### src/rtl/cal_pkg.sv
// Shared constants and helpers for the calendar clock.
// Assumes byte-wide fields; BCD helpers take values 0..99.
package cal_pkg;
    localparam int NFLD = 6;
    localparam logic [7:0] REG_FRQ = 8'd10;
    localparam logic [7:0] REG_CTL = 8'd11;

    // Register number for time field i (0 = seconds ... 5 = year).
    function automatic logic [7:0] fld_addr(input int i);
        case (i)
            0:       return 8'd0;
            1:       return 8'd2;
            2:       return 8'd4;
            3:       return 8'd7;
            4:       return 8'd8;
            default: return 8'd9;
        endcase
    endfunction

    function automatic logic [7:0] bcd_to_bin(input logic [7:0] b);
        return ({4'd0, b[7:4]} * 8'd10) + {4'd0, b[3:0]};
    endfunction

    function automatic logic [7:0] bin_to_bcd(input logic [7:0] v);
        logic [7:0] t;
        logic [7:0] o;
        t = v / 8'd10;
        o = v % 8'd10;
        return {t[3:0], o[3:0]};
    endfunction

    // Days in month m (no leap-year rule).
    function automatic logic [7:0] month_days(input logic [7:0] m);
        case (m)
            8'd2:                      return 8'd28;
            8'd4, 8'd6, 8'd9, 8'd11:   return 8'd30;
            default:                   return 8'd31;
        endcase
    endfunction
endpackage

### src/rtl/cal_prescaler.sv
// Down-counting one-second prescaler.
// While held it parks at half a period, so the first tick after release
// comes TICK_CLKS/2 edges later. The busy flag covers the last UIP_CLKS
// cycles before each tick. Assumes UIP_CLKS < TICK_CLKS/2.
module cal_prescaler #(
    parameter int TICK_CLKS = 32768,
    parameter int UIP_CLKS  = 72
) (
    input  logic clk,
    input  logic rst_n,
    input  logic hold,
    output logic tick,
    output logic uip
);
    localparam int CW = $clog2(TICK_CLKS + 1);

    logic [CW-1:0] cnt;

    // Count down to 1, reload a full period; park at half while held.
    always_ff @(posedge clk) begin
        if (!rst_n || hold)
            cnt <= CW'(TICK_CLKS / 2);
        else if (cnt == CW'(1))
            cnt <= CW'(TICK_CLKS);
        else
            cnt <= cnt - CW'(1);
    end

    // Tick and busy window decode.
    always_comb begin
        tick = !hold && (cnt == CW'(1));
        uip  = !hold && (cnt <= CW'(UIP_CLKS));
    end
endmodule

### src/rtl/cal_timekeeper.sv
// Six calendar fields with a ripple of carries through them.
// Fields are counted in BCD or binary per bin_mode.
// A bus write to a field wins over a step in the same cycle.
module cal_timekeeper
    import cal_pkg::*;
(
    input  logic                clk,
    input  logic                rst_n,
    input  logic                step,
    input  logic                bin_mode,
    input  logic                wr_en,
    input  logic [7:0]          wr_addr,
    input  logic [7:0]          wr_data,
    output logic [8*NFLD-1:0]   fields
);
    logic [7:0]    bv  [NFLD];
    logic [7:0]    nxt [NFLD];
    logic [NFLD:0] cin;

    // Decode, increment with wrap, carry, re-encode for every field.
    always_comb begin
        logic [7:0] lim;
        logic [7:0] lo;
        logic [7:0] nb;
        logic       wrap;
        cin[0] = 1'b1;
        for (int i = 0; i < NFLD; i++) begin
            bv[i] = bin_mode ? fields[8*i +: 8] : bcd_to_bin(fields[8*i +: 8]);
        end
        for (int i = 0; i < NFLD; i++) begin
            case (i)
                0, 1:    lim = 8'd59;
                2:       lim = 8'd23;
                3:       lim = month_days(bv[4]);
                4:       lim = 8'd12;
                default: lim = 8'd99;
            endcase
            lo       = (i == 3 || i == 4) ? 8'd1 : 8'd0;
            wrap     = bv[i] >= lim;
            nb       = wrap ? lo : bv[i] + 8'd1;
            cin[i+1] = cin[i] && wrap;
            nxt[i]   = bin_mode ? nb : bin_to_bcd(nb);
        end
    end

    for (genvar g = 0; g < NFLD; g++) begin : g_fld
        localparam logic [7:0] RST = (g == 3 || g == 4) ? 8'd1 : 8'd0;
        logic [7:0] r;
        // Field register: reset, bus write, or carry-driven advance.
        always_ff @(posedge clk) begin
            if (!rst_n)
                r <= RST;
            else if (wr_en && wr_addr == fld_addr(g))
                r <= wr_data;
            else if (step && cin[g])
                r <= nxt[g];
        end
        assign fields[8*g +: 8] = r;
    end
endmodule

### src/rtl/cal_clock.sv
// Calendar clock top: index/data port, control and frequency registers,
// prescaler and time fields. Reads have no side effects.
module cal_clock
    import cal_pkg::*;
#(
    parameter int TICK_CLKS = 32768,
    parameter int UIP_CLKS  = 72
) (
    input  logic       clk,
    input  logic       rst_n,
    input  logic       bus_we,
    input  logic       bus_sel_idx,
    input  logic [7:0] bus_wdata,
    output logic [7:0] bus_rdata
);
    logic [7:0]          idx_q;
    logic [7:0]          ctl_q;
    logic [6:0]          frq_q;
    logic                data_wr;
    logic                time_wr;
    logic                div_held;
    logic                tick_w;
    logic                uip_w;
    logic                step;
    logic [8*NFLD-1:0]   fields;

    assign data_wr  = bus_we && !bus_sel_idx;
    assign div_held = (frq_q[6:5] == 2'b11);
    assign step     = tick_w && !ctl_q[7];

    // Flag bus writes that land on a time field.
    always_comb begin
        time_wr = 1'b0;
        for (int i = 0; i < NFLD; i++)
            if (data_wr && idx_q == fld_addr(i)) time_wr = 1'b1;
    end

    // Index, control and frequency registers.
    always_ff @(posedge clk) begin
        if (!rst_n) begin
            idx_q <= 8'd0;
            ctl_q <= 8'h00;
            frq_q <= 7'h60;
        end else if (bus_we) begin
            if (bus_sel_idx)              idx_q <= bus_wdata;
            else if (idx_q == REG_CTL)    ctl_q <= bus_wdata;
            else if (idx_q == REG_FRQ)    frq_q <= bus_wdata[6:0];
        end
    end

    cal_prescaler #(.TICK_CLKS(TICK_CLKS), .UIP_CLKS(UIP_CLKS)) u_pre (
        .clk   (clk),
        .rst_n (rst_n),
        .hold  (div_held),
        .tick  (tick_w),
        .uip   (uip_w)
    );

    cal_timekeeper u_tk (
        .clk      (clk),
        .rst_n    (rst_n),
        .step     (step),
        .bin_mode (ctl_q[2]),
        .wr_en    (data_wr),
        .wr_addr  (idx_q),
        .wr_data  (bus_wdata),
        .fields   (fields)
    );

    // Read mux: index port or the register named by the index.
    always_comb begin
        if (bus_sel_idx)
            bus_rdata = idx_q;
        else begin
            case (idx_q)
                8'd0:    bus_rdata = fields[7:0];
                8'd2:    bus_rdata = fields[15:8];
                8'd4:    bus_rdata = fields[23:16];
                8'd7:    bus_rdata = fields[31:24];
                8'd8:    bus_rdata = fields[39:32];
                8'd9:    bus_rdata = fields[47:40];
                REG_FRQ: bus_rdata = {uip_w, frq_q};
                REG_CTL: bus_rdata = ctl_q;
                default: bus_rdata = 8'h00;
            endcase
        end
    end
endmodule

### config.mk
export PLATFORM = sky130hd
export DESIGN_NAME = cal_clock
export DESIGN_NICKNAME = d
export VERILOG_FILES = /design/src/rtl/cal_pkg.sv /design/src/rtl/cal_prescaler.sv /design/src/rtl/cal_timekeeper.sv /design/src/rtl/cal_clock.sv
export SDC_FILE = /design/constraint.sdc
export NUM_CORES = 1
export LEC_CHECK = 0
export ABC_CLOCK_PERIOD_IN_PS = 4150
export BUFFER_PORTS_ARGS = -buffer_cell sky130_fd_sc_hd__buf_2
export CORE_UTILIZATION = 59
export DETAILED_ROUTE_END_ITERATION = 7
export PLACE_DENSITY_LB_ADDON = 0.1
export SLEW_MARGIN = 20
export SYNTH_ARGS = -nofsm -noshare
export SYNTH_HDL_FRONTEND = slang
export SYNTH_SLANG_ARGS = --single-unit
### constraint.sdc
create_clock -name clk -period 4.15 [get_ports clk]
set_input_delay 0.6225 -clock clk [delete_from_list [all_inputs] [get_ports clk]]
set_output_delay 0.6225 -clock clk [all_outputs]
set_load 0.005 [all_outputs]
Yosys cells after proc, flatten, opt, wreduce, memory -nomap -nowiden
Cells that the tools add are included.
{"block": "totals", "ff_bits": 87, "input_bits": 12, "output_inout_bits": 8, "wordCells": 135}
{"block": "classes", "add_sub_neg": 13, "multipliers": 6, "div": 12, "magnitude_cmp": 7, "n_eq_ne": 14, "mux": 34, "n_bitwise": 2, "reduce_logical": 36}
{"operator": "$mux W8", "count": 31}
{"operator": "$pmux W8 S8", "count": 1}
{"operator": "$add A8 B1 Y8 const B", "count": 6}
{"operator": "$add A8 B4 Y8", "count": 6}
{"operator": "$div A8 B4 Y8 const B", "count": 6}
{"operator": "$eq A8 B4 Y1 const B", "count": 6}
{"operator": "$mod A8 B4 Y8 const B", "count": 6}
{"operator": "$mul A4 B3 Y7 const B", "count": 6}
{"operator": "$eq A8 B3 Y1 const B", "count": 4}
{"operator": "$logic_and A1 B1 Y1", "count": 19}
{"operator": "$eq A16 B1 Y1 const B", "count": 1}
{"operator": "$eq A8 B2 Y1 const B", "count": 2}
{"operator": "$ge A8 B6 Y1 const B", "count": 2}
{"operator": "$le A16 B7 Y1 const B", "count": 1}
{"operator": "$mux W16", "count": 1}
{"operator": "$sub A16 B1 Y16 const B", "count": 1}
{"operator": "$reduce_bool A2 Y1", "count": 6}
{"operator": "$ge A8 B4 Y1 const B", "count": 1}
{"operator": "$ge A8 B5 Y1", "count": 1}
{"operator": "$ge A8 B5 Y1 const B", "count": 1}
{"operator": "$ge A8 B7 Y1 const B", "count": 1}
{"operator": "$logic_not A8 Y1", "count": 1}
{"operator": "$logic_not A1 Y1", "count": 4}
{"operator": "$pmux W2 S2", "count": 1}
{"operator": "other kinds (8)", "count": 9}

Depth between registers and ports, before layout
Gate-level depths: netlist (run 1).
{"block": "logic_depth", "depth_word": 12, "mapped_depth": 21, "ltp_nobuf": 21}

By module
A second synthesis (run 1) with hierarchy kept.
{"block": "hier_totals", "cells_unflattened": 1143, "hier_area_um2": 9310.2}
{"module": "cal_timekeeper", "n_inst": 1, "cells_per_inst": 899, "area_each_um2": 6904.1, "seq_area_each_um2": 960.9}
{"module": "cal_clock", "n_inst": 1, "cells_per_inst": 156, "area_each_um2": 1596.5, "seq_area_each_um2": 460.4}
{"module": "cal_prescaler", "n_inst": 1, "cells_per_inst": 88, "area_each_um2": 809.5, "seq_area_each_um2": 320.3}

Worst setup path before layout (run 1)
No wires, ideal clock.
{"block": "synth_timing", "path_kind": "flip-flop to flip-flop", "startpoint": "register ctl_q[2]", "endpoint": "register u_tk.g_fld[5].r[3]", "setup_ps": 122, "t_arrival_ps": 4402, "t_required_ps": 4028, "slack_ps": -374, "stages_incl_launch_ff": 22, "path_buffers": 7, "path_cell_list": "dfxtp_1 buf_6 buf_6 buf_2 buf_4 clkbuf_1 clkbuf_1 clkbuf_1 mux2_2 ha_1 nor2_1 nand4_1 a31oi_2 inv_2 or2_1 a32oi_2 a21oi_1 inv_1 ha_1 and3b_1 a211oi_1 a21oi_1"}
{"block": "synth_between", "elab_chain_len": 9, "word_cells_on_any_way": 31, "classes_between": "add/sub (1); div (1); order compare (6); eq/ne (5); mux (11); reduce/logical (7)"}
{"item": "start, declared", "line_no": "cal_clock.sv:17", "rtl": "logic [7:0] ctl_q;"}
{"item": "start signal, assigned", "line_no": "cal_clock.sv:46", "rtl": "else if (idx_q == REG_CTL) ctl_q <= bus_wdata;"}
{"item": "parallel branches: the longest is 9 deep, another holds $add A8 B1 Y8"}
{"item": "end signal, assigned", "line_no": "cal_timekeeper.sv:54", "rtl": "r <= wr_data;"}
{"item": "end signal, assigned", "line_no": "cal_timekeeper.sv:56", "rtl": "r <= nxt[g];"}
{"item": "end, declared", "line_no": "cal_timekeeper.sv:48", "rtl": "logic [7:0] r;"}
Parallel ways; which one is timed is not known. The select of a mux whose other input is x is not followed.
A chain may end at the register's enable or synchronous reset.

Worst setup path after layout (run 1)
{"block": "layout_timing", "startpoint": "register u_tk.g_fld[4].r[5]", "endpoint": "register u_tk.g_fld[5].r[6]"}
{"block": "layout_between", "elab_chain_len": 11, "word_cells_on_any_way": 16, "classes_between": "add/sub (1); mul (1); order compare (2); eq/ne (5); mux (2); reduce/logical (5)"}
{"item": "start, declared", "line_no": "cal_timekeeper.sv:48"}
{"item": "start signal, assigned", "line_no": "cal_timekeeper.sv:54"}
{"item": "start signal, assigned", "line_no": "cal_timekeeper.sv:56"}
{"item": "$mul A4 B3 Y7", "line_no": "cal_pkg.sv:21", "rtl": "return ({4'd0, b[7:4]} * 8'd10) + {4'd0, b[3:0]};"}
{"item": "$add A8 B4 Y8", "line_no": "cal_pkg.sv:21"}
{"item": "$mux W8 *", "line_no": "cal_timekeeper.sv:28", "rtl": "bv[i] = bin_mode ? fields[8*i +: 8] : bcd_to_bin(fields[8*i +: 8]);"}
{"item": "$eq A8 B3 Y1 or $eq A8 B4 Y1 (tied branches)", "line_no": "cal_pkg.sv:34", "rtl": "case (m)"}
{"item": "$reduce_or A4 Y1", "line_no": "cal_pkg.sv:34"}
{"item": "$pmux W2 S2", "line_no": "cal_pkg.sv:34"}
{"item": "$ge A8 B5 Y1", "line_no": "cal_timekeeper.sv:39", "rtl": "wrap = bv[i] >= lim;"}
{"item": "$logic_and A1 B1 Y1", "line_no": "cal_timekeeper.sv:41", "rtl": "cin[i+1] = cin[i] && wrap;"}
{"item": "$logic_and A1 B1 Y1 *", "line_no": "cal_timekeeper.sv:41"}
{"item": "$logic_and A1 B1 Y1 *", "line_no": "cal_timekeeper.sv:55", "rtl": "else if (step && cin[g])"}
{"item": "$reduce_bool A2 Y1 (no line) *"}
Mark *: on every way between the ends. The rest lies on a longest branch, timed or not.

==> results of run 1 <==
[cell type report]
class,instances,area (µm²)
clock buffer,12,278
sequential,87,1750
clock inverter,4,33.8
fill,1321,4730
multi-input combinational,1036,7360
tap,211,264
inverter,34,130
timing repair buffer,105,764
[state kept, by name, summed over array words and instances, names as in the netlist]
name	cells
u_tk.g_fld.r	48
u_pre.cnt	16
ctl_q	8
idx_q	8
frq_q	7
[kinds of logic after synthesis]
kind of cell | after synthesis | share of synthesized area [%]
AO/OA/AOI/OAI | 366 | 27.3
XOR/XNOR | 54 | 5.32
adder cells (fa/ha/maj) | 75 | 11.0
buffers and inverters | 100 | 5.14
flip-flops | 87 | 18.7
multiplexers | 46 | 5.95
AND/OR/NAND/NOR | 495 | 26.6
[cell usage after synthesis (all sizes together), types with 24 or more instances]
| library cell | instances |
|---|---|
| nor2 | 98 |
| a211oi | 31 |
| dfxtp | 87 |
| nor3 | 33 |
| a21oi | 94 |
| inv | 33 |
| clkbuf | 51 |
| mux2i | 28 |
| nand3 | 63 |
| xnor2 | 29 |
| o21ai | 66 |
| nand2 | 163 |
| xor2 | 24 |
| ha | 61 |
[through the flow]
| stage | setup TNS, ns | setup slack, ns | cell area [µm²] | power (µW) |
|---|---|---|---|---|
| after detailed placement | -1.08 | -0.184 | 9860 | 1190 |
| after CTS | -0.0291 | -0.0291 | 10200 | 2020 |
| after global placement | -0.0881 | -0.0365 | 9860 | 1190 |
| final | -0.0295 | -0.0295 | 10600 | 2020 |
| after floorplan | 0 | 0.0480 | 9330 | 1100 |
| after global routing | -0.760 | -0.212 | 10600 | 2100 |
[power by group through the flow]
stage	clock (µW)	sequential (µW)	combinational [µW]
after floorplan	0	874	228
after global placement	0	884	303
after detailed placement	0	885	308
after CTS	841	866	310
after global routing	877	868	353
final	834	867	321
[worst register-to-register path, cell delays in order (launching register included)]
cell and delay, ns:
dfxtp_2 0.34, ha_4 0.27, ha_4 0.12, inv_2 0.04
fa_2 0.57, nor2_2 0.05, o2111ai_2 0.10, nor2_1 0.08
a211oi_2 0.42, nor4_2 0.08, ha_1 0.30, a21oi_2 0.06
nor2_2 0.13, nand3_1 0.10, a21boi_4 0.19, or4b_4 0.58
buf_6 0.16, nor2_4 0.09, a22oi_1 0.09, a211oi_1 0.28
[repair_timing]
| action | in CTS | in global routing |
|---|---|---|
| endpoints found under the setup margin | 14 | 26 |
| pin swaps | 2 | 33 |
| setup buffers | 1 | 18 |
| hold buffers | 0 | 0 |
| resized for setup | 10 | 57 |
[routing by layer]
layer | GRT usage, % | vias to the layer above | share of wire (%)
met5 | 0 | - | 0
met4 | 13.4 | 0 | 3.2
met3 | 4.42 | 77 | 6.9
met2 | 53.9 | 411 | 46
met1 | 44.7 | 4553 | 44
li1 | - | 4677 | -
[worst max path at each step]
stage / startpoint / cells after the start / end / slack (ns)
global placement: u_tk.g_fld[4].r[5]$_SDFFE_PN0P_ / 20 / u_tk.g_fld[5].r[7]$_SDFFE_PN0P_ / -0.04
CTS: u_tk.g_fld[4].r[5]$_SDFFE_PN0P_ / 21 / u_tk.g_fld[5].r[4]$_SDFFE_PN0P_ / -0.03
finish: u_tk.g_fld[4].r[5]$_SDFFE_PN0P_ / 19 / u_tk.g_fld[5].r[6]$_SDFFE_PN0P_ / -0.03
global route: u_tk.g_fld[4].r[5]$_SDFFE_PN0P_ / 19 / u_tk.g_fld[5].r[6]$_SDFFE_PN0P_ / -0.21
floorplan: ctl_q[2]$_SDFFE_PN0P_ / 21 / u_tk.g_fld[5].r[3]$_SDFFE_PN0P_ / 0.05
detailed placement: u_tk.g_fld[4].r[5]$_SDFFE_PN0P_ / 21 / u_tk.g_fld[5].r[4]$_SDFFE_PN0P_ / -0.18
==> results by stage, run 1 <==
Worst setup path:
- Counting cells, the worst reg-to-reg path comes to 19.
- The worst setup path is of the flip-flop to flip-flop kind.
- The worst setup path is captured at a flip-flop.
- Data on the critical path is required at its endpoint by between 4 and 5 ns.
- The signal on the critical path passes through ha_4 -> ha_4 -> inv_2 -> fa_2 -> nor2_2 -> o2111ai_2 -> nor2_1 -> a211oi_2 -> nor4_2 -> ha_1 -> a21oi_2 -> nor2_2 -> nand3_1 -> a21boi_4 -> or4b_4 -> buf_6 -> nor2_4 -> a22oi_1 -> a211oi_1.
- The count of buffer and inverter cells on the critical path is 2.
- The type of origin of the critical path is a flip-flop.
- The internal reg-to-reg setup slack is -0.03 ns.
- At the worst endpoint, the arrival time is between 4 and 5 ns.
- On the worst path, the slowest cell contributes a delay of 0.58 ns.
- The worst register-to-register path ends at u_tk.g_fld[5].r[6]$_SDFFE_PN0P_.
- For this design, the slowest cell found on the critical path is or4b_4.
- The startpoint identified for the worst register-to-register timing path is u_tk.g_fld[4].r[5]$_SDFFE_PN0P_.
- The kind of cell with the highest combined delay on the critical path is adder cells.
- The highest fanout seen on the critical path is 4.

Power and ir drop:
- The relative contribution of combinational cells to total power is around 16%.
- The sequential cell fraction of total power is 42.9%.
- The switching share of power is 28.1%.
- The internal power consumption is about 1500 µW.
- VDD sags by at most between 150 and 200 µV.
- The total power per unit cell area is between 150 and 200 mW/mm².
- The leakage power total is between 0.004 and 0.005 µW.
- Summed over all nets, the switching power comes to between 500 and 600 µW.
- Per report_power, the clock group accounts for between 40 and 50% of the total.

STA:
- The number of endpoints with negative hold slack in the final report came to 0.
- The maximum achievable frequency is around 240 MHz.
- The number of pins with negative max-slew slack in the final report was 0.
- The normalized max-slew margin is between 20% and 30%.
- The final critical delay including setup and external delays is between 4 and 5 ns.
- The setup skew after layout is 0.00667 ns.
- For the pin with the worst max-slew slack, the measured transition is 1.07 ns.
- The number of setup violations in the final report is 1.
- After layout, the worst setup slack is -0.0295 ns.
- Of the available clock period, the critical path in the final layout requires 101%.
- On the final layout, the worst hold slack is 0.456 ns.
- Setup repair after global routing could not meet its margin everywhere.

Synthesis:
- For this run, the number of Yosys warnings is 0.
- The async set or reset register ratio after synthesis is 0%.
- The netlist uses ~110 different library cells.
- Counting flops with a built-in enable in the synthesized netlist gives 0.
- Of the synthesized area, sequential elements account for between 10% and 20%.
- Counting every instance in the synthesized netlist gives roughly 1200.
- The netlist area before placement is 0.00932 mm².
- The cell taking the most area after synthesis is dfxtp_1.
- In the post-synthesis netlist, the biggest area contributors are dfxtp_1 (19%), ha_1 (8.2%), nand2_1 (6.5%).
- In the synthesized netlist the dominant register cell turns out to be dfxtp_1.
- Synthesis inferred a little under 90 register bits.
- The area share of the largest cell type after synthesis is between 10% and 20%.
- The post-synth net total is roughly 1300.
- Dividing the synthesized area by the synthesized cell count gives 7.62 µm².

Final layout:
- The library cell used most frequently in the layout, excluding fill and tap cells, is nand2_1.
- Excluding fillers, the count of instances in the completed layout stands at ~1500.
- Compared with the post-synthesis result, the final layout area differs by 13.6%.
- The proportion of layout cells with a drive suffix above 1 is between 15 and 20%.
- The count of nets after finishing is between 1000 and 1500.
- The top cell types in the final layout, fill and taps aside, are nand2_1 (159), nor2_1 (91), a21oi_1 (90), dfxtp_1 (84), buf_4 (82).
- The repair_antennas step left the layout with diodes totalling 0.
- Once layout is complete, the utilization of the core stands at between 60% and 70%.

Min path:
- The origin of the worst min-delay path is ctl_q[5]$_SDFFE_PN0P_.
- Counting instances, the worst hold path has a depth of 2.
- For hold timing, the worst endpoint is ctl_q[5]$_SDFFE_PN0P_.
- The worst hold path belongs to the class flip-flop to flip-flop.

Global routing:
- The first global-routing pass estimated 43.7 mm of wire.
- The total overflow left after global routing is 0.
- The via count of the first global-routing pass is ~8600.
- The number of antenna violations at the first check in global routing is 0.
- The maximum number of pins on one net before global-route repair is 32.
- The global router's overall resource usage is about 33%.

CTS:
- TritonCTS built the clock tree.
- The tree is rooted in a clkbuf_16.
- For this design, the sink count on the clock tree is slightly below 90.
- The level count of the clock H-tree is 3.
- In this run the deepest clock path goes through 2 buffers.
- TritonCTS created 9 clock buffers.
- The clock-pin slew of the registers on the worst-case setup and hold paths is approximately 0.07 ns.
- The clock network latency to the later pin of the worst-skew pair is around 0.34 ns.

Route:
- Dividing the detail-routed via count by the number of cells gives 6.53.
- The pre-antenna-repair detailed-routing pass consisted of 5 iterations.
- The initial detailed-routing violation count is approximately 980.
- The detail route stage leaves a number of antenna-violating nets equal to 0.
- The DRC violation count after routing is 0.
- The final layout contains routed wiring with a total length of roughly 28 mm.
- The total number of vias is just under 10000.
- The wire length per cell after detailed routing is ~19 µm.

Run status:
- The final reports fail on negative setup slack.
- The run finished, with violations left.

Die:
- The floorplan has 45 rows.
- The horizontal die dimension is 128 µm.
- The starting density of the core is about three fifths.
- The overall die height is around 130 µm.
- 20 I/O pins were placed.
- The floorplan step defined a die boundary enclosing 0.0163 mm².
- After floorplanning, the core was sized to cover roughly 0.015 mm².

Placement:
- The count of port buffers added during placement is 19.
- The post-DP HPWL is about 20 mm.
- The congestion estimate from routability-driven global placement came to 0.933.
- The total placed cells including tap cells is 1456.

Flow run:
- The reported max-cap violation count is 0.
No activity file was read; power rests on OpenSTA's default activity.
==> run 2, diff against run 1 <==
--- a/config.mk
+++ b/config.mk
@@ -5,12 +5,11 @@
 export SDC_FILE = /design/constraint.sdc
 export NUM_CORES = 1
 export LEC_CHECK = 0
-export ABC_CLOCK_PERIOD_IN_PS = 4150
+export ABC_CLOCK_PERIOD_IN_PS = 5200
 export BUFFER_PORTS_ARGS = -buffer_cell sky130_fd_sc_hd__buf_2
-export CORE_UTILIZATION = 59
+export CORE_UTILIZATION = 35
 export DETAILED_ROUTE_END_ITERATION = 7
 export PLACE_DENSITY_LB_ADDON = 0.1
-export SLEW_MARGIN = 20
 export SYNTH_ARGS = -nofsm -noshare
 export SYNTH_HDL_FRONTEND = slang
 export SYNTH_SLANG_ARGS = --single-unit
==> constraint.sdc (replaced) <==
create_clock -name clk -period 5.2 [get_ports clk]
set_input_delay 0.78 -clock clk [delete_from_list [all_inputs] [get_ports clk]]
set_output_delay 0.78 -clock clk [all_outputs]
set_load 0.005 [all_outputs]
==> run 2 against run 1 <==
Compared with the run above: the run now ends clean; power fell by 18%; clock skew rose by 0.0023 ns; sequential share of layout area rose by 1.1 points; combinational power fell by 24%; core utilization fell by 31 points; final cell count rose by 3.6%; first-iteration DRC count fell by 38%; critical path depth rose by 1; critical endpoint is now u_tk.g_fld[5].r[1]$_SDFFE_PN0P_.
==> results by stage, run 2 (synthesis gave the netlist of run 1 again) <==
Die:
- The number of standard-cell rows in the floorplan is approximately 60.
- The die is ~170 µm wide.
- The core footprint is between 0.02 and 0.03 mm².
- For this configuration, the core starts out at a cell density of approximately 36%.
- The die covers ~0.027 mm².
- Pin placement for this block handled 20 I/O pins.
- The die is about 170 µm tall.

Final layout:
- The filler cells instantiated in the layout total 2764.
- The area overhead of the layout relative to synthesis is 6.45%.
- The largest registers in the layout are u_tk.g_fld.r x48, u_pre.cnt x16.
- u_tk.g_fld.r holds more flip-flops than any other register.
- The proportion of layout cells with a drive suffix above 1 is under 10%.
- The number of diodes added for antenna fixing is 0.
- Leaving out fill and tap cells, the most frequent cell in the layout is nand2_1.
- The library cells used most frequently in the layout, excluding fill and tap cells, are nand2_1 (161), nor2_1 (96), a21oi_1 (93), dfxtp_1 (86), nand3_1 (62).
- Cells fill 38.1% of the core in the end.
- The flip-flop count of the largest register after layout is 48.
- The count of nets after finishing is 1287.

Worst setup path:
- The kind of end point of the critical path is a flip-flop.
- Counting cells, the worst reg-to-reg path comes to 20.
- The data arrival time of the critical path is approximately 4.9 ns.
- The endpoint identified for the worst register-to-register timing path is u_tk.g_fld[5].r[1]$_SDFFE_PN0P_.
- The reg-to-reg critical path startpoint is u_tk.g_fld[4].r[7]$_SDFFE_PN0P_.
- The data required time of the worst path is around 5.5 ns.
- Of all nets on the critical path, the largest fanout is 6.
- The critical path is of the flip-flop to flip-flop type.
- The type of origin of the critical path is a flip-flop.
- The internal reg-to-reg setup slack is about 0.6 ns.

Route:
- The pre-antenna-repair detailed-routing pass consisted of 7 iterations.
- The total number of vias is between 8000 and 9000.
- The detail route stage leaves a number of antenna-violating nets equal to 0.
- After the first detailed-routing iteration, the DRC count stood at about 610.
- Dividing the detail-routed wire length by the instance count gives 19.2 µm.
- The detailed-route vias per instance is slightly below 6.
- In the routed design, unresolved DRC markers number 0.
- For this block, the routed nets add up to around 30 mm of wire.

Power and ir drop:
- Across the VDD grid, the largest voltage drop is 146 µV.
- The analysis attributes to cell leakage a power of 0.00396 µW.
- Power spread over the standard cell area amounts to between 150 and 200 mW/mm².

Global routing:
- The number of antenna violations at the first check in global routing is 0.
- The global-route wire length before repair is approximately 47 mm.
- The via count of the first global-routing pass is approximately 8500.
- The overflow left after global routing is 0.
- For this run, the total global-route usage over all layers was measured as between 20 and 25%.
- Entering global routing, the biggest net connects 49 pins.

CTS:
- TritonCTS built the clock tree.
- The longest clock path from root to sink contains 2 buffers.
- The count of hold-fix buffers inserted at cts is 0.
- The level count of the clock H-tree is 3.
- Buffers inserted during clock tree synthesis total 9.
- Post-CTS repair changed the size of 0 cells.
- The number of clock sinks seen by CTS is 87.
- The clock-pin slew of the registers on the worst-case setup and hold paths is 0.07 ns.
- CTS placed an instance of clkbuf_16 at the clock tree root.
- The number of buffers added for setup after CTS is 0.
- The clock network latency to the later pin of the worst-skew pair is ~0.36 ns.

STA:
- The portion of the clock cycle consumed by the worst path in the final layout is about nine tenths.
- In the final timing run, aggregate negative setup slack is 0 ns.
- The number of setup violations in the final report is 0.
- Setup repair after global routing left no endpoint under its margin.
- The maximum achievable frequency is 217 MHz.
- Headroom to the max-slew limit came out at 33.0%.
- The routed design could run at a clock period as short as 4.61 ns.
- The number of pins with negative max-slew slack in the final report is 0.
- The transition time at the pin with the least slew margin is ~1 ns.
- The setup skew after layout is roughly 0.0089 ns.
- The number of endpoints with negative hold slack in the final report is 0.

Placement:
- The routability-driven placement congestion ratio is 0.859.
- The post-DP HPWL is 21.9 mm.
- The count of port buffers added during placement is 19.

Min path:
- The worst hold path was traced through 2 stages.
- The class of the most critical hold timing path is flip-flop to flip-flop.
- The worst hold path begins at ctl_q[4]$_SDFFE_PN0P_.
- The hold path endpoint is ctl_q[4]$_SDFFE_PN0P_.

Run status:
- The flow ran to the end, and the final reports show no timing, DRC or antenna violations.

Flow run:
- The tool flagged a number of max-cap violations equal to 0.
## run 2: cell count changes in the layout (fill, tap and decap cells not counted), moves of 3 or more
cell	change
a21oi_1	+3
ha_1	+4
ha_4	-3
buf_4	-67
o21ai_1	-5
buf_6	-3
a211oi_1	+4
nor2_1	+5
a211oi_2	-4
o21ai_0	+6
nor2_2	-3
## run 2: stage by stage
step	worst slack (ns)	instance area, µm²	power [µW]	instances	hold WS, ns
3_5_place_dp	0.622	9600	950	1526	0.446
2_1_floorplan	0.676	9320	880	1223	0.429
5_1_grt	0.139	9920	1720	1542	0.469
4_1_cts	0.595	9920	1670	1542	0.453
6_report	0.592	9920	1650	1542	0.455
3_3_place_gp	0.686	9600	951	1526	0.438
## run 2: how the worst max path moves through the flow
stage	startpoint	cells after the start	slack (ns)	to
5_1_grt	u_tk.g_fld[4].r[5]$_SDFFE_PN0P_	20	0.14	u_tk.g_fld[5].r[1]$_SDFFE_PN0P_
6_report	u_tk.g_fld[4].r[7]$_SDFFE_PN0P_	20	0.59	u_tk.g_fld[5].r[1]$_SDFFE_PN0P_
2_1_floorplan	ctl_q[2]$_SDFFE_PN0P_	21	0.68	u_tk.g_fld[5].r[3]$_SDFFE_PN0P_
3_3_place_gp	u_tk.g_fld[4].r[7]$_SDFFE_PN0P_	22	0.69	u_tk.g_fld[4].r[1]$_SDFFE_PN0P_
4_1_cts	u_tk.g_fld[4].r[7]$_SDFFE_PN0P_	20	0.59	u_tk.g_fld[4].r[1]$_SDFFE_PN0P_
3_5_place_dp	u_tk.g_fld[4].r[5]$_SDFFE_PN0P_	20	0.62	u_tk.g_fld[4].r[1]$_SDFFE_PN0P_
## run 2: critical path, stage by stage, from the launching register on
cell and delay [ns]:
dfxtp_1 0.44, ha_1 0.28, ha_1 0.21, inv_1 0.07, fa_1 0.47, nor2b_1 0.16, xnor2_1 0.08, o21ai_0 0.21
nand2b_1 0.13, nor2_1 0.13, nand2_1 0.07, ha_1 0.26, nand2b_1 0.09, a21oi_1 0.07, nor2_1 0.16, nand3_1 0.12
a21boi_1 0.22, nor4_2 0.57, nand2_1 0.21, or4_1 0.51, nand3_1 0.09
## run 2: area by class of cell
class	count	area [µm²]	area share, %
repair buffers	34	208	2.09
clock buffers	10	250	2.52
clock inverters	6	71.3	0.719
inverters	34	128	1.29
multi-input cells	1036	7100	71.5
flip-flops and latches	87	1750	17.6
well taps	335	419	4.23
## run 2: routing by layer
layer	share of wire [%]	routed length, µm	track usage, %
met1	50	14800	31.7
met2	46	13500	35.7
met3	2.7	799	1.95
met4	1.7	501	5.67
met5	0	0	0
## run 2: power by group
group	switching (µW)	total, µW	internal (µW)
registers	18.0	692	674
clock network	310	717	407
logic	154	244	90.3
total	481	1650	1170
==> run 3, diff against run 2 <==
--- a/config.mk
+++ b/config.mk
@@ -7,6 +7,7 @@
 export LEC_CHECK = 0
 export ABC_CLOCK_PERIOD_IN_PS = 5200
 export BUFFER_PORTS_ARGS = -buffer_cell sky130_fd_sc_hd__buf_2
+export CORE_ASPECT_RATIO = 1.75
 export CORE_UTILIZATION = 35
 export DETAILED_ROUTE_END_ITERATION = 7
 export PLACE_DENSITY_LB_ADDON = 0.1
==> run 3 against run 2 <==
Compared with the run above: the run now ends with design-rule violations left; power shrank 1.7%; global-route usage grew 2.0 points; routed wire length increased by 9.7%; critical path type unchanged; critical endpoint unchanged.
==> results by stage, run 3 (synthesis gave the netlist of run 1 again) <==
Worst setup path:
- The worst setup path is of the flip-flop to flip-flop kind.
- The critical path's largest stage delay is roughly 0.52 ns.
- STA classifies the critical path startpoint as a flip-flop.
- The data required time of the worst path is approximately 5.5 ns.
- The startpoint identified for the worst register-to-register timing path is u_tk.g_fld[4].r[7]$_SDFFE_PN0P_.
- The number of cells on the worst reg-to-reg path is 20.
- The worst setup path is captured at a flip-flop.
- The internal reg-to-reg setup slack is between 0.5 and 0.6 ns.
- The highest fanout seen on the critical path is 6.
- The endpoint of the worst-slack reg-to-reg timing path is u_tk.g_fld[5].r[1]$_SDFFE_PN0P_.
- The data arrival time of the critical path is roughly 4.9 ns.
- The cell with the most instances on the worst path is ha_1.
- The signal on the critical path passes through ha_1 -> ha_1 -> inv_1 -> fa_1 -> nor2b_1 -> xnor2_1 -> o21ai_0 -> nand2b_1 -> nor2_1 -> nand2_1 -> ha_1 -> nand2b_1 -> a21oi_1 -> nor2_1 -> nand3_1 -> a21boi_1 -> nor4_2 -> nand2_1 -> or4_1 -> nand3_1.
- On the critical path, the stage with the largest delay is an instance of nor4_2.

Die:
- The initial utilization of the core area, before any placement, comes to 35.8%.
- The total area inside the core boundary comes to 0.0261 mm².
- In this run the count of I/O pins placed on the die edge is 20.
- The die is about 220 µm tall.
- The floorplan has just under 80 rows.
- The total die area is ~0.027 mm².
- The die is 125 µm wide.

Placement:
- In this run the cell area measured after placement is 0.00972 mm².
- The setup slack after placement is about 0.63 ns.
- The routability-driven placement congestion ratio is 0.872.
- The count of port buffers added during placement is 19.
- Summed over all nets, the half-perimeter wirelength after detailed placement is roughly 25 mm.

CTS:
- The clock network latency to the later pin of the worst-skew pair is 0.36 ns.
- TritonCTS built the clock tree.
- The H-tree was split into 3 levels.
- The root buffer selected by CTS is clkbuf_16.
- Buffers inserted during clock tree synthesis total 9.
- The clock-pin slew of the registers on the worst-case setup and hold paths is about 0.07 ns.
- The number of clock sinks seen by CTS is just under 90.
- The count of hold-fix buffers inserted at cts is 0.
- Once the clock tree was built, the setup fixing pass inserted 0 buffers.
- The maximum clock insertion buffer count is 2.
- The post-cts gate resize count is 0.

Final layout:
- The largest register by flop count is u_tk.g_fld.r.
- The area overhead of the layout relative to synthesis is 7.55%.
- 0 antenna diodes ended up in the layout.
- In the final layout, the registers with the most flip-flops are u_tk.g_fld.r x48, u_pre.cnt x16.
- The register with the most flip-flops in the layout has 48 of them.
- For this run, the post-layout net count is 1306.
- After routing the design area is between 0.01 and 0.015 mm².
- The library cell used most frequently in the layout, excluding fill and tap cells, is nand2_1.
- Of the cells placed in the final design, the portion with a size suffix greater than 1 is around a tenth.
- In the layout the commonest cells are nand2_1 (161), nor2_1 (96), a21oi_1 (93), dfxtp_1 (86), nand3_1 (62).

STA:
- Static timing analysis puts the maximum clock frequency at between 200 and 250 MHz.
- The setup skew after layout is roughly 0.013 ns.
- In the finished design, the share of the clock period the worst path needs comes to 89.2%.
- The normalized max-slew margin is 48.7%.
- The transition time at the pin with the least slew margin is between 0.7 and 0.8 ns.
- The number of pins with negative max-slew slack in the final report is 0.
- The final setup TNS is 0 ns.
- After layout, the worst setup slack is approximately 0.56 ns.
- Setup repair after global routing left no endpoint under its margin.
- The routed design could run at a clock period as short as between 4 and 5 ns.
- Setup violations remaining at the end of the flow were counted as 0.
- The number of endpoints with negative hold slack in the final report is 0.

Route:
- The routed layout has 9316 vias.
- The antenna violation net count after detailed routing is 0.
- In the routed layout, each cell is associated on average with a via count of 6.03.
- The wire length per cell after detailed routing is 21.0 µm.
- The highest metal layer with signal wires is met4.
- For this run, design rule violations remaining after detail routing come to 1.
- The initial detailed-routing violation count is between 500 and 600.
- In the detailed route, the total length drawn on met2 is 17.7 mm.
- The sum of routed wire length over all layers is approximately 32 mm.
- The sum of routed wire segments on met1 is 12.5 mm.
- The first detailed-routing pass took 7 iterations.
- The routed wire length on met3 is 868 µm.

Global routing:
- The overflow left after global routing is 0.
- The number of antenna violations at the first check in global routing is 0.
- The first global-routing pass estimated 51.4 mm of wire.
- The maximum number of pins on one net before global-route repair is 44.
- The global router's overall resource usage is 24.2%.
- The via count of the first global-routing pass came to about 9200.

Run status:
- The run finished, with violations left.
- The final reports fail on design-rule violations.

Min path:
- The hold path endpoint is ctl_q[6]$_SDFFE_PN0P_.
- The number of stages on the worst hold path is 2.
- The origin of the worst min-delay path is ctl_q[6]$_SDFFE_PN0P_.
- The class of the most critical hold timing path is flip-flop to flip-flop.

Power and ir drop:
- The leakage power total is 0.00406 µW.
- For this design the ratio of total power to cell area is between 150 and 200 mW/mm².
- VDD sags by at most ~200 µV.
- The total power is approximately 1600 µW.

Flow run:
- The reported max-cap violation count is 0.
run 3: worst max path at each step:
stage,startpoint,endpoint,cells past startpoint
global placement,u_tk.g_fld[4].r[7]$_SDFFE_PN0P_,u_tk.g_fld[5].r[1]$_SDFFE_PN0P_,20
floorplan,ctl_q[2]$_SDFFE_PN0P_,u_tk.g_fld[5].r[3]$_SDFFE_PN0P_,21
finish,u_tk.g_fld[4].r[7]$_SDFFE_PN0P_,u_tk.g_fld[5].r[1]$_SDFFE_PN0P_,20
CTS,u_tk.g_fld[4].r[7]$_SDFFE_PN0P_,u_tk.g_fld[5].r[1]$_SDFFE_PN0P_,20
global route,u_tk.g_fld[4].r[7]$_SDFFE_PN0P_,u_tk.g_fld[5].r[1]$_SDFFE_PN0P_,20
detailed placement,u_tk.g_fld[4].r[7]$_SDFFE_PN0P_,u_tk.g_fld[5].r[1]$_SDFFE_PN0P_,20
run 3: critical path, delay by kind of cell, from the launching register on:
| kind | cells | cell delay (ns) |
|---|---|---|
| simple gates | 11 | 2.23 |
| fa+ha+maj | 4 | 1.22 |
| compound gates | 3 | 0.53 |
| flops | 1 | 0.43 |
| xor+xnor | 1 | 0.08 |
| buf+inv | 1 | 0.07 |
run 3: cell type report:
class                           instances  area, µm²
Timing Repair Buffer                   53        350
Clock buffer                           11        264
Sequential cell                        87       1750
Inverter                               34        128
Clock inverter                          5       36.3
Multi-Input combinational cell       1036       7100
Fill cell                            2765      16000
Tap cell                              320        400
run 3: per-stage QoR:
| stage | utilization, % | instances | hold WS, ns |
|---|---|---|---|
| after global placement | 37.3 | 1530 | 0.439 |
| after global routing | 38.5 | 1546 | 0.474 |
| final | 38.5 | 1546 | 0.458 |
| after floorplan | - | 1223 | 0.429 |
| after detailed placement | 37.3 | 1530 | 0.447 |
| after CTS | 38.5 | 1546 | 0.457 |
run 3: layer usage:
layer	GRT usage, %	up-vias
met3	1.89	57
met5	0	-
met2	47.1	185
li1	-	4563
met1	25.8	4511
met4	12.2	0
run 3: power breakdown:
part           switching [µW]  internal [µW]
Clock                     305            370
Sequential               13.8            674
Combinational             167           95.3
